--- src/rtl/lcd_scan_pkg.sv ---
package lcd_scan_pkg;

   typedef enum logic [1:0] {
      LVL_SEL  = 2'b00,
      LVL_NSEL = 2'b01,
      LVL_ON   = 2'b10,
      LVL_OFF  = 2'b11
   } drv_lvl_e;

   // rows in use for a ratio code, clipped to the row capacity
   function automatic int unsigned rows_for_mode(input logic [1:0] code, input int unsigned cap);
      int unsigned r;
      case (code)
         2'd0:    r = 2;
         2'd1:    r = 4;
         default: r = 8;
      endcase
      return (r > cap) ? cap : r;
   endfunction

endpackage

--- src/rtl/lcd_row_timer.sv ---
module lcd_row_timer
   import lcd_scan_pkg::*;
#(
   parameter int ROW_PERIOD = 256,
   parameter int MAX_ROWS   = 8,
   localparam int RW        = $clog2(MAX_ROWS)
) (
   input  logic          clk,
   input  logic          rst_n,
   input  logic [1:0]    mux_sel,
   input  logic          col_only,
   input  logic          frame_sync,
   output logic [RW-1:0] row_idx,
   output logic [RW:0]   n_rows,
   output logic          frame_pol,
   output logic          frame_edge
);

   logic tick;
   logic step;
   logic last;

   assign n_rows = (RW+1)'(rows_for_mode(mux_sel, MAX_ROWS));

   generate
      if (ROW_PERIOD == 1) begin : g_no_pres
         assign tick = 1'b1;
      end else begin : g_pres
         localparam int PW = $clog2(ROW_PERIOD);
         logic [PW-1:0] pres;
         assign tick = (pres == PW'(ROW_PERIOD - 1));
         always_ff @(posedge clk or negedge rst_n) begin
            if (!rst_n)
               pres <= '0;
            else if (col_only || tick)
               pres <= '0;
            else
               pres <= pres + 1'b1;
         end
      end
   endgenerate

   assign step       = col_only ? frame_sync : tick;
   assign last       = ({1'b0, row_idx} >= (n_rows - 1'b1));
   assign frame_edge = step & last;

   always_ff @(posedge clk or negedge rst_n) begin
      if (!rst_n) begin
         row_idx   <= '0;
         frame_pol <= 1'b0;
      end else if (step) begin
         row_idx   <= last ? '0 : row_idx + 1'b1;
         frame_pol <= frame_pol ^ last;
      end
   end

   AST_FRAME_AT_WRAP: assert property (@(posedge clk) disable iff (!rst_n)
      !$stable(frame_pol) |-> (row_idx == '0));

   AST_COL_HOLD: assert property (@(posedge clk) disable iff (!rst_n)
      (col_only && !frame_sync) |=> ($stable(row_idx) && $stable(frame_pol)));

endmodule

--- src/rtl/lcd_pixel_store.sv ---
module lcd_pixel_store #(
   parameter int NUM_OUT  = 40,
   parameter int MAX_ROWS = 8,
   localparam int RW      = $clog2(MAX_ROWS)
) (
   input  logic               clk,
   input  logic               rst_n,
   input  logic               wr_en,
   input  logic [RW-1:0]      wr_row,
   input  logic [NUM_OUT-1:0] wr_data,
   input  logic               apply,
   input  logic [RW:0]        n_rows,
   input  logic [RW-1:0]      rd_row,
   output logic [NUM_OUT-1:0] rd_bits,
   output logic               valid
);

   logic [NUM_OUT-1:0]          shadow [MAX_ROWS];
   logic [NUM_OUT-1:0]          active [MAX_ROWS];
   logic [MAX_ROWS-1:0]         wmask;
   logic [MAX_ROWS-1:0]         need;
   logic [MAX_ROWS*NUM_OUT-1:0] active_flat;

   genvar r;
   generate
      for (r = 0; r < MAX_ROWS; r++) begin : g_row
         assign need[r] = ((RW+1)'(r) < n_rows);
         assign active_flat[r*NUM_OUT +: NUM_OUT] = active[r];

         always_ff @(posedge clk or negedge rst_n) begin
            if (!rst_n) begin
               shadow[r] <= '0;
               wmask[r]  <= 1'b0;
            end else if (wr_en && (wr_row == RW'(r))) begin
               shadow[r] <= wr_data;
               wmask[r]  <= 1'b1;
            end
         end

         always_ff @(posedge clk or negedge rst_n) begin
            if (!rst_n)
               active[r] <= '0;
            else if (apply)
               active[r] <= shadow[r];
         end
      end
   endgenerate

   always_ff @(posedge clk or negedge rst_n) begin
      if (!rst_n)
         valid <= 1'b0;
      else if (apply && ((wmask | ~need) == '1))
         valid <= 1'b1;
   end

   assign rd_bits = active[rd_row];

   AST_ACTIVE_HOLD: assert property (@(posedge clk) disable iff (!rst_n)
      !apply |=> $stable(active_flat));

   AST_VALID_STICKY: assert property (@(posedge clk) disable iff (!rst_n)
      valid |=> valid);

endmodule

--- src/rtl/lcd_drive_map.sv ---
module lcd_drive_map
   import lcd_scan_pkg::*;
#(
   parameter int NUM_OUT  = 40,
   parameter int MAX_ROWS = 8,
   localparam int RW      = $clog2(MAX_ROWS)
) (
   input  logic                 clk,
   input  logic                 rst_n,
   input  logic [RW-1:0]        row_idx,
   input  logic [RW:0]          n_rows,
   input  logic                 frame_pol,
   input  logic                 col_only,
   input  logic                 blank,
   input  logic [NUM_OUT-1:0]   pix_bits,
   output logic [2*NUM_OUT-1:0] drv_lvl,
   output logic [NUM_OUT-1:0]   drv_pol
);

   logic [NUM_OUT-1:0] sel_vec;
   logic [NUM_OUT-1:0] row_vec;

   genvar i;
   generate
      for (i = 0; i < NUM_OUT; i++) begin : g_out
         if (i < MAX_ROWS) begin : g_dual
            assign row_vec[i] = !col_only && ((RW+1)'(i) < n_rows);
            assign sel_vec[i] = row_vec[i] && (row_idx == RW'(i));
         end else begin : g_col
            assign row_vec[i] = 1'b0;
            assign sel_vec[i] = 1'b0;
         end

         always_comb begin
            if (row_vec[i]) begin
               drv_lvl[2*i +: 2] = sel_vec[i] ? LVL_SEL : LVL_NSEL;
               drv_pol[i]        = frame_pol;
            end else if (!blank && pix_bits[i]) begin
               drv_lvl[2*i +: 2] = LVL_ON;
               drv_pol[i]        = ~frame_pol;
            end else begin
               drv_lvl[2*i +: 2] = LVL_OFF;
               drv_pol[i]        = frame_pol;
            end
         end
      end
   endgenerate

   AST_ONE_SEL: assert property (@(posedge clk) disable iff (!rst_n)
      $onehot0(sel_vec));

   AST_COL_NO_ROW: assert property (@(posedge clk) disable iff (!rst_n)
      col_only |-> (row_vec == '0));

endmodule

--- src/rtl/lcd_mux_scanner.sv ---
module lcd_mux_scanner
   import lcd_scan_pkg::*;
#(
   parameter int NUM_OUT    = 40,
   parameter int MAX_ROWS   = 8,
   parameter int ROW_PERIOD = 256,
   localparam int RW        = $clog2(MAX_ROWS)
) (
   input  logic                 clk,
   input  logic                 rst_n,
   input  logic [1:0]           mux_sel,
   input  logic                 col_only,
   input  logic                 frame_sync,
   input  logic                 blank_in,
   input  logic                 blank_cmd,
   input  logic                 wr_en,
   input  logic [RW-1:0]        wr_row,
   input  logic [NUM_OUT-1:0]   wr_data,
   output logic                 frame_pol,
   output logic [2*NUM_OUT-1:0] drv_lvl,
   output logic [NUM_OUT-1:0]   drv_pol
);

   generate
      if (NUM_OUT <= MAX_ROWS) begin : g_bad_out
         $error("NUM_OUT must exceed MAX_ROWS");
      end
      if (MAX_ROWS < 8 || (MAX_ROWS & (MAX_ROWS - 1)) != 0) begin : g_bad_rows
         $error("MAX_ROWS must be a power of two of at least 8");
      end
      if (ROW_PERIOD < 1) begin : g_bad_period
         $error("ROW_PERIOD must be at least 1");
      end
   endgenerate

   logic [RW-1:0]      row_idx;
   logic [RW:0]        n_rows;
   logic               frame_edge;
   logic [NUM_OUT-1:0] pix_bits;
   logic               valid;
   logic               blank;

   lcd_row_timer #(.ROW_PERIOD(ROW_PERIOD), .MAX_ROWS(MAX_ROWS)) u_timer (
      .clk        (clk),
      .rst_n      (rst_n),
      .mux_sel    (mux_sel),
      .col_only   (col_only),
      .frame_sync (frame_sync),
      .row_idx    (row_idx),
      .n_rows     (n_rows),
      .frame_pol  (frame_pol),
      .frame_edge (frame_edge)
   );

   lcd_pixel_store #(.NUM_OUT(NUM_OUT), .MAX_ROWS(MAX_ROWS)) u_store (
      .clk     (clk),
      .rst_n   (rst_n),
      .wr_en   (wr_en),
      .wr_row  (wr_row),
      .wr_data (wr_data),
      .apply   (frame_edge),
      .n_rows  (n_rows),
      .rd_row  (row_idx),
      .rd_bits (pix_bits),
      .valid   (valid)
   );

   assign blank = blank_in | blank_cmd | ~valid;

   lcd_drive_map #(.NUM_OUT(NUM_OUT), .MAX_ROWS(MAX_ROWS)) u_map (
      .clk       (clk),
      .rst_n     (rst_n),
      .row_idx   (row_idx),
      .n_rows    (n_rows),
      .frame_pol (frame_pol),
      .col_only  (col_only),
      .blank     (blank),
      .pix_bits  (pix_bits),
      .drv_lvl   (drv_lvl),
      .drv_pol   (drv_pol)
   );

   logic [NUM_OUT-1:0] on_vec;
   genvar k;
   generate
      for (k = 0; k < NUM_OUT; k++) begin : g_chk
         assign on_vec[k] = (drv_lvl[2*k +: 2] == LVL_ON);
         if (k < MAX_ROWS) begin : g_selpol
            AST_SEL_IN_PHASE: assert property (@(posedge clk) disable iff (!rst_n)
               (drv_lvl[2*k +: 2] == LVL_SEL) |-> (drv_pol[k] == frame_pol));
         end
      end
   endgenerate

   AST_BLANK_OFF: assert property (@(posedge clk) disable iff (!rst_n)
      (blank_in || blank_cmd) |-> (on_vec == '0));

endmodule

--- config.mk ---
export PLATFORM = sky130hd
export DESIGN_NAME = lcd_mux_scanner
export DESIGN_NICKNAME = d
export VERILOG_FILES = /design/src/rtl/lcd_scan_pkg.sv /design/src/rtl/lcd_row_timer.sv /design/src/rtl/lcd_pixel_store.sv /design/src/rtl/lcd_drive_map.sv /design/src/rtl/lcd_mux_scanner.sv
export SDC_FILE = /design/constraint.sdc
export NUM_CORES = 1
export LEC_CHECK = 0
export ABC_AREA = 1
export BUFFER_PORTS_ARGS = -buffer_cell sky130_fd_sc_hd__buf_4
export CAP_MARGIN = 20
export CORE_MARGIN = 3
export CORE_UTILIZATION = 40
export DETAILED_ROUTE_END_ITERATION = 8
export SETUP_SLACK_MARGIN = 0.15
export SYNTH_ARGS = -nofsm -noshare
export SYNTH_HDL_FRONTEND = slang
export SYNTH_SLANG_ARGS = --single-unit
--- constraint.sdc ---
create_clock -name clk -period 2.3 [get_ports clk]
set_input_delay 0.23 -clock clk [delete_from_list [all_inputs] [get_ports clk]]
set_output_delay 0.23 -clock clk [all_outputs]
set_load 0.1 [all_outputs]
# After elaboration in Yosys (flattened, before gate mapping)
# Cells that the tools add are included.
op_classes:
  addsub: 3
  magnitude_cmp: 11
  eq_ne: 17
  n_mux: 112
  n_bitwise: 9
  reduce_logical: 71
op_table:
  columns: ["cell", "count"]
  rows:
  - ["binary-select mux 40 bit (select 3 bit)", 1]
  - ["two-way mux 1 bit", 97]
  - ["two-way mux 40 bit", 2]
  - ["logical AND 1 bit", 65]
  - ["== test 3 bit, second input constant", 8]
  - ["== test 8 bit, second input constant", 2]
  - ["less-than comparator 3 x 4 -> 1 bit, first input constant", 4]
  - ["two-way mux 2 bit", 8]
  - ["== test 3 x 2 -> 1 bit, second input constant", 4]
  - ["adder 8 x 1 -> 8 bit, second input constant", 1]
  - ["less-than comparator 1 x 4 -> 1 bit, first input constant", 2]
  - ["less-than comparator 2 x 4 -> 1 bit, first input constant", 2]
  - ["two-way mux 8 bit", 1]
  - ["inverter 8 bit", 1]
  - ["bitwise OR 8 bit", 1]
  - ["case mux 4 bit (2 select lines)", 1]
  - ["== test 3 x 1 -> 1 bit, second input constant", 2]
  - ["logical NOT 3 bit", 2]
  - [">= comparator 3 x 4 -> 1 bit", 1]
  - [">= comparator 4 bit, second input constant", 1]
  - ["greater-than comparator 4 bit, second input constant", 1]
  - ["two-way mux 4 bit", 1]
  - ["inverter 3 -> 4 bit", 1]
  - ["subtractor 4 x 1 -> 4 bit, second input constant", 1]
  - ["10 further kinds", 13]
totals:
  ff_bits: 661
  inputBits: 52
  output_inout_bits: 121
  elab_cells: 251

# Depth between registers and ports, before layout
# Gate-level depths: netlist (run 1).
logic_depth:
  depth_word: 9
  ltp_mapped: 12
  ltp_nobuf: 9

# Modules after synthesis
# A second synthesis (run 1) with hierarchy kept.
hier_totals:
  cells_unflattened: 3312
  area_unflattened_um2: 28594.9
by_module_without_submodules:
  columns: ["module", "instances", "cells_per_inst", "area_per_inst_um2", "seq_area_each_um2"]
  rows:
  - ["lcd_pixel_store", 1, 2990, 26586.7, 16240.6]
  - ["lcd_drive_map", 1, 219, 1236.2, 0.0]
  - ["lcd_row_timer", 1, 101, 764.5, 300.3]
  - ["lcd_mux_scanner", 1, 2, 7.5, 0.0]

# Least setup slack after synthesis (run 1)
# Ideal clock, no wire load.
synth_timing:
  kind: "register -> output"
  start: "register u_timer.row_idx[0]"
  end: "output drv_pol[39]"
  arrival_time_ns: 2.870
  required_time_ns: 2.070
  path_slack_ns: -0.800
  stages_incl_launch_ff: 11
  n_path_buf: 4
  path_cell_list: "dfrtp_1 -> buf_2 -> inv_1 -> buf_2 -> buf_2 -> buf_2 -> o21ai_0 -> nand3_1 -> nand3_1 -> nand2_1 -> nand2_1"
synth_between:
  elab_chain_cells: 6
synth_lines:
  columns: ["element", "line_no", "text"]
  rows:
  - ["start, declared", "lcd_row_timer.sv:13", "output logic [RW-1:0] row_idx,"]
  - ["start signal, assigned", "lcd_row_timer.sv:52", "row_idx <= last ? '0 : row_idx + 1'b1;"]
  - ["inverter 3 -> 4 bit (implied by the code)", "lcd_pixel_store.sv:56", "assign rd_bits = active[rd_row];"]
  - ["binary-select mux 40 bit (select 3 bit)", "lcd_pixel_store.sv:56", null]
  - ["two-way mux 40 bit (implied by the code) (2 in series)", "lcd_pixel_store.sv:56", null]
  - ["logical AND 1 bit", "lcd_drive_map.sv:38", "end else if (!blank && pix_bits[i]) begin"]
  - ["two-way mux 1 bit", "lcd_drive_map.sv:38", null]
  - ["end, declared", "lcd_mux_scanner.sv:21", "output logic [NUM_OUT-1:0] drv_pol"]
# No other way between the ends. The select of a mux whose other input is x is not followed.

# Worst setup path after layout (run 1)
layout_timing:
  start: "register u_timer.row_idx[0]"
  end: "output drv_pol[30]"
# The elaborated chain is that of the path after synthesis.

==> results of run 1 <==
-- registers in the layout, summed over array words and instances (netlist names) --
name	flops
u_store.valid	1
u_timer.row_idx	3
u_timer.frame_pol	1
u_store.wmask	8
u_store.active	320
u_store.shadow	320
u_timer.g_pres.pres	8
-- final cells by class --
class	instances	share of cell area [%]
timing repair inverter	1	0.0415
tap	950	3.03
multi-input combinational	2544	33.0
inverter	176	1.83
timing repair buffer	339	14.0
sequential	661	42.2
clock buffer	103	5.36
clock inverter	14	0.482
-- through the flow --
stage | hold WS [ps] | power (W) | cell area (um2) | setup TNS, ps | worst slack [ps]
after floorplan | -65.6 | 0.0306 | 30300 | -14.5 | -14.5
after detailed placement | 201 | 0.0361 | 32800 | 0 | 77.9
after CTS | 2.58 | 0.0521 | 37700 | -23310 | -468
after global placement | 204 | 0.0359 | 32800 | 0 | 74.6
after global routing | 35.8 | 0.0576 | 39200 | -30830 | -539
final | 15.5 | 0.0548 | 39200 | -23880 | -480
-- layout by cell type, fill, tap and decap left out, types with 7 or more instances in the layout --
master         netlist  layout
nor2_1             130     107
dfrtp_1            661     657
nor2_4               0       7
dlygate4sd3_1        0       9
nand4_1             40      40
buf_16               0      31
nand3_1            492     364
nand3_2              0      72
nand2_2              0      77
buf_4               48     101
o21ai_1              1      17
nand2_8              0      22
clkinvlp_4           0       7
nand2_4              0      37
clkinv_2             0       7
nor2_2               1      17
o21ai_0            363     330
conb_1               1      32
nand2_1           1459    1323
ha_1                10       9
buf_12               0     140
buf_8                0      10
clkbuf_8             0      14
clkbuf_1           146      15
o21ai_2              1      15
clkbuf_16            0      89
inv_1              172     163
buf_6                0      29
nand3_4              0      56
-- synthesized netlist by cell type --
cell,number
nor2_1,130
nand3_1,492
nor3b_1,4
nor2_2,1
ha_1,10
nand2_1,1459
and3_1,1
conb_1,1
nand4_1,40
buf_2,67
a31oi_1,1
inv_2,2
o21bai_1,2
clkbuf_1,146
o21ai_2,1
a21oi_1,3
inv_1,172
buf_4,48
clkinv_1,2
o21ai_0,363
o21a_1,1
dfrtp_1,661
nand3b_1,1
buf_1,24
o21ai_1,1
or2_2,2
-- cells by family after synthesis --
family                   Yosys count  share of synthesized area, %
buffers and inverters            461                          6.81
AO/OA/AOI/OAI                    372                          6.40
other                              1                        0.0128
flip-flops                       661                          56.5
AND/OR/NAND/NOR                 2130                          29.9
adder cells (fa/ha/maj)           10                         0.427
-- how the worst max path moves through the flow --
stage,startpoint,endpoint,slack [ps]
3_5_place_dp,u_timer.row_idx[0],drv_pol[11],80
4_1_cts,u_timer.row_idx[0],drv_pol[30],-470
3_3_place_gp,u_timer.row_idx[0],drv_pol[10],70
6_report,u_timer.row_idx[0],drv_pol[30],-480
2_1_floorplan,u_timer.row_idx[0],drv_pol[39],-10
5_1_grt,u_timer.row_idx[0],drv_pol[30],-540
-- metal layers --
layer	share of wire, %	GRT usage (%)	wire length, um	vias to the layer above
li1	-	-	-	11878
met1	44	32.9	41500	12478
met2	48	38.4	45300	761
met3	5.6	3.07	5270	110
met4	1.8	5.97	1700	0
met5	0	0	0	-
-- power by group --
group          total, W  internal [W]  switching [W]
Clock            0.0115       0.00676        0.00470
Sequential       0.0166        0.0148        0.00184
Combinational    0.0268       0.00993         0.0168
Total            0.0548        0.0315         0.0234
-- what timing repair did --
item | in CTS | in global routing
endpoints found under the hold margin | 252 | 0
hold buffers | 9 | 0
pin swaps | 39 | 101
setup endpoints to repair | 296 | 401
setup buffers | 25 | 27
cloned | 22 | 21
gates resized for setup | 400 | 217
-- worst reg2reg max path: stages (launching register included) --
cell	delay, ps
dfrtp_4	510
buf_6	170
buf_16	160
buf_12	170
nand2_1	70
inv_1	40
o21ai_2	140
nand2_4	100
buf_12	150
nand2_8	90
buf_12	120
buf_12	110
bufbuf_16	250
nand2_1	50
nand2_1	60
==> qor.yml, run 1 <==
critical_path:
  rrSetupSlack_ps: 50
  path_cells: "buf_12 -> buf_12 -> buf_16 -> nand2_1 -> nand3_2 -> nand3_2 -> nand4_1 -> nand2_8 -> buf_12"
  cp_common_cell: "buf_12"
  rr_startpoint: "u_timer.row_idx[0]"
  endpoint_kind: "output port"
  worst_r2r_path_depth: 14
  critPathKind: "reg2out"
  path_buf_inv: 4
  slowest_delay_ps: 510
  cp_slowest_cell: "dfrtp_4"
  r2r_end: "u_store.active[142]"
  required_ps: 2070
  worst-path-max-fanout: 8
  critPathLaunchType: "flop"
  path_delay_family: "simple AND/OR/NAND/NOR gates"
  path_depth: 9
  critPathArrivalTime_ps: 2550
layout:
  multi_input_area_mm2: 0.0129
  syn2layout_area_growth_pct: 33.9
  antennaDiodeCount: 0
  layout-drive-gt1-share_pct: 19.8
  final_core_util_pct: 54.5
  nets: 3855
  fillCellCount: 6562
  seq_area_mm2: 0.0166
  fin_cells: 4788
place:
  gp_congestion: 0.763
  dp_hpwl_um: 48100
  port_buffers: 140
  dp_cells: 4567
hold_path:
  hold_path_class: "in2reg"
  min_path_cells: 3
  hold_path_startpoint: "wr_data[16]"
  worstHoldEndpoint: "u_store.shadow[16]"
clock_tree:
  cts-root-buf: "clkbuf_16"
  clk_latency_ps: 610
  cts.reportedPaths.clkPinSlew_ps: 60
  cts_htree_levels: 3
  cts_made_buffers: 70
  cts_sinks: 661
  cts_max_path_buffers: 3
  cts_tree: "built"
synth:
  syn_area_mm2: 0.0293
  synthDistinctLibCells: 26
  yosys.area.top_type: "dfrtp_1"
  synthTopCellsByArea: "dfrtp_1 56%, nand2_1 19%, nand3_1 8.4%"
  synth_seq_cells: 661
  syn_avg_cell_area_um2: 8.05
  syn-instance-count: 3635
  yosysTopAreaCellShare_pct: 56.5
  synth_seq_area_share_pct: 56.5
  yosys_warnings: 0
timing:
  period_needed_ps: 2780
  setup_slack_ps: -480
  max_freq_mhz: 360
  finalCritPeriodShare_pct: 121
  skew_ps: 18.6
  hold_viol: 0
  max_slew_margin_pct: 63.5
  rsz0062_at_grt: "yes"
  worst_pin_slew_ps: 547
  setup_violations: 80
  report.final.slew_viol_count: 0
run_status:
  failed_checks: "negative setup slack"
  outcome: "finished, violations left"
floorplan:
  core_area_mm2: 0.0720
  start_util_pct: 40.7
  chipWidth_um: 277
  die_area_mm2: 0.0765
  rows: 98
  ios: 173
  die_h_um: 277
detailed_routing:
  drt_first_pass_iters: 6
  routed_wl_um: 93800
  vias_per_cell: 5.27
  antenna_left: 0
  drt_iter0_drc: 2642
  routedWlPerCell_um: 19.6
  vias: 25227
  drc: 0
power_and_ir_drop:
  power_density_mw_per_mm2: 1400
  vdd_ir_drop_max_uv: 1260
  p_leak_nw: 19.6
grt:
  grt_max_degree: 92
  grtUsageTotal_pct: 23.4
  overflow: 0
  grt_pass1_vias: 24268
  antenna_found_initial: 0
  grt_pass1_wl_um: 142000
job:
  maxCapViolCount: 0
(Power assumes the default switching activity.)
==> inputs of run 2 (changes only) <==
==> constraint.sdc (replaced) <==
create_clock -name clk -period 2.6 [get_ports clk]
set_input_delay 0.26 -clock clk [delete_from_list [all_inputs] [get_ports clk]]
set_output_delay 0.26 -clock clk [all_outputs]
set_load 0.1 [all_outputs]
==> run 2 against run 1 <==
Register-to-register slack better by 240 ps. Non-clock buffer count is 60 lower. Via count is 3.1% lower. Hold slack better by 10 ps. Sequential share of layout area is 2.6 points higher. The flow still finishes with violations (negative setup slack). Clock-buffer cell count is 4 higher. Power is 17% lower. Clock skew is 19 ps higher. Final area is 5.8% lower. Largest power group unchanged. Worst setup slack better by 420 ps. Cell count is 0.96% lower. Critical endpoint is now drv_pol[33].
==> qor.yml, run 2 (synthesis results as in run 1) <==
critical_path:
  critPathLaunchType: "flop"  # unchanged
  endpoint_kind: "output port"  # unchanged
  cp_common_cell: "nand2_2"  # was buf_12
  cp_slowest_cell: "dfrtp_4"  # unchanged
  required_ps: 2340  # was 2070 ps
  slowest_delay_ps: 500  # was 510 ps
  critPathKind: "reg2out"  # unchanged
  critPathArrivalTime_ps: 2400  # was 2550 ps
  worst-path-max-fanout: 7  # was 8
  path_cells: "buf_8 -> inv_12 -> buf_12 -> clkbuf_16 -> nand2_4 -> nand2_2 -> nand2_2 -> nand3_2 -> nand3_2 -> nand2_1 -> nand2_2 -> buf_12"  # was buf_12 -> buf_12 -> buf_16 -> nand2_1 -> nand3_2 -> nand3_2 -> nand4_1 -> nand2_8 -> buf_12
floorplan:
  core_area_mm2: 0.0720  # unchanged
  die_area_mm2: 0.0765  # unchanged
  chipWidth_um: 277  # unchanged
  die_h_um: 277  # unchanged
  rows: 98  # unchanged
  start_util_pct: 40.7  # unchanged
  ios: 173  # unchanged
layout:
  reg.largest.list: "u_store.active (320), u_store.shadow (320)"  # unchanged
  layout-drive-gt1-share_pct: 17.1  # was 19.8%
  fillCellCount: 6776  # was 6562
  final_common_cell: "nand2_1"  # unchanged
  syn2layout_area_growth_pct: 26.1  # was 33.9%
  nets: 3798  # was 3855
  stdcell_area_mm2: 0.0369  # was 0.0392 mm2
  final_cell_mix: "1373 x nand2_1, 657 x dfrtp_1, 378 x nand3_1"  # was 1323 x nand2_1, 657 x dfrtp_1, 364 x nand3_1
  final_core_util_pct: 51.3  # was 54.5%
  antennaDiodeCount: 0  # unchanged
power_and_ir_drop:
  vdd_ir_drop_max_uv: 1070  # was 1260 uV
  p_leak_nw: 18.7  # was 19.6 nW
  power_density_mw_per_mm2: 1230  # was 1400 mW/mm2
clock_tree:
  cts_max_path_buffers: 3  # unchanged
  cts_tree: "built"  # unchanged
  cts_made_buffers: 72  # was 70
  cts_sinks: 661  # unchanged
  cts-root-buf: "clkbuf_16"  # unchanged
  cts.reportedPaths.clkPinSlew_ps: 60  # about the same
  clk_latency_ps: 620  # was 610 ps
  cts_htree_levels: 3  # unchanged
job:
  maxCapViolCount: 0  # unchanged
grt:
  overflow: 0  # unchanged
  grt_max_degree: 119  # was 92
  antenna_found_initial: 0  # unchanged
  grtUsageTotal_pct: 22.7  # was 23.4%
  grt_pass1_wl_um: 139000  # was 142000 um
  grt_pass1_vias: 23814  # was 24.3k
timing:
  finalCritPeriodShare_pct: 102
  setup_slack_ps: -60.7  # was -480 ps
  max_freq_mhz: 376
  max_slew_margin_pct: 29.3  # was 63.5%
  skew_ps: 37.9  # was 18.6 ps
  setup_violations: 27  # was 80
  period_needed_ps: 2660
  report.final.slew_viol_count: 0  # unchanged
  whs_ps: 25.5  # was 15.5 ps
  worst_pin_slew_ps: 1060  # was 547 ps
  rsz0062_at_grt: "yes"  # unchanged
  hold_viol: 0  # unchanged
detailed_routing:
  drt_first_pass_iters: 5  # was 6
  drt_iter0_drc: 2103  # was 2642
  vias_per_cell: 5.15  # was 5.27
  antenna_left: 0  # unchanged
  vias: 24436  # was 25.2k
  routedWlPerCell_um: 18.5  # was 19.6 um
  drc: 0  # unchanged
  routed_wl_um: 87900  # was 93800 um
run_status:
  outcome: "finished, violations left"  # unchanged
  failed_checks: "negative setup slack"  # unchanged
place:
  dpl_cell_area_mm2: 0.0318  # was 0.0328 mm2
  dp_hpwl_um: 47800  # was 48100 um
  port_buffers: 140  # unchanged
  gp_congestion: 0.772  # was 0.763
hold_path:
  hold_path_class: "in2reg"  # unchanged
## run 2: cell count changes in the layout (fill, tap and decap cells not counted), moves of 9 or more
cell,previous run,this run
buf_12,140,105
buf_16,31,22
buf_4,101,118
buf_6,29,16
clkbuf_16,89,77
nand2_1,1323,1373
nand2_4,37,15
nand2_8,22,0
nand3_1,364,378
nand3_2,72,96
nand3_4,56,18
nor2_4,7,17
## run 2: stage by stage
stage	power, W	cells	setup TNS [ps]	setup WS, ps
detailed placement	0.0307	4562	0	277
global route	0.0480	4742	-5590	-173
CTS	0.0450	4732	-1270	-69.5
finish	0.0455	4742	-993	-60.7
floorplan	0.0261	3666	0	76.6
global placement	0.0305	4562	0	308
## run 2: layer usage
layer / vias to the layer above / GRT usage, % / part of all wire [%]
li1: 11734 / - / -
met1: 11935 / 32.1 / 46
met2: 631 / 36.4 / 46
met3: 136 / 3.13 / 5.3
met4: 0 / 7.16 / 2.6
met5: - / 0 / 0
## run 2: worst paths after layout
path                       cells past startpoint  slack (ps)                from                   to
max                                           12         -60  u_timer.row_idx[0]          drv_pol[33]
min                                            3          30         wr_data[11]  u_store.shadow[131]
max reg2reg                                   10         290  u_timer.row_idx[1]  u_store.active[102]
min reg2reg                                    2         460    u_store.wmask[2]     u_store.wmask[2]
max in group asynchronous                      4        1420               rst_n  u_store.shadow[304]
min in group asynchronous                      2         200               rst_n   u_store.shadow[11]
## run 2: worst max-delay path, delay by kind of cell (launching register included)
| family | cells | cell delay [ps] |
|---|---|---|
| DFF | 1 | 500 |
| buffers and inverters | 5 | 760 |
| and+or+nand+nor | 7 | 510 |
## run 2: repair_timing
item / 4_1_cts / 5_1_grt
endpoints found under the setup margin: 80 / 143
hold buffers: 3 / 0
pin swaps: 78 / 47
endpoints found under the hold margin: 44 / 0
setup buffers: 17 / 6
gates cloned: 20 / 4
gates resized for setup: 414 / 95
## run 2: final cells by class
cell class	count	area [um2]	share of cell area [%]
inverter	176	678	1.84
clock buffer	107	2080	5.65
tap	950	1190	3.22
clock inverter	23	225	0.610
timing repair inverter	2	32.5	0.0881
multi-input combinational	2544	12100	32.7
sequential	661	16600	44.8
timing repair buffer	279	4090	11.1
## run 2: power breakdown
group / total, W / switching [W] / internal [W] / leakage, nW
Sequential: 0.0147 / 0.00163 / 0.0131 / 8.42
Combinational: 0.0208 / 0.0136 / 0.00718 / 9.18
Clock: 0.0101 / 0.00427 / 0.00579 / 1.13
Total: 0.0455 / 0.0195 / 0.0260 / 18.7
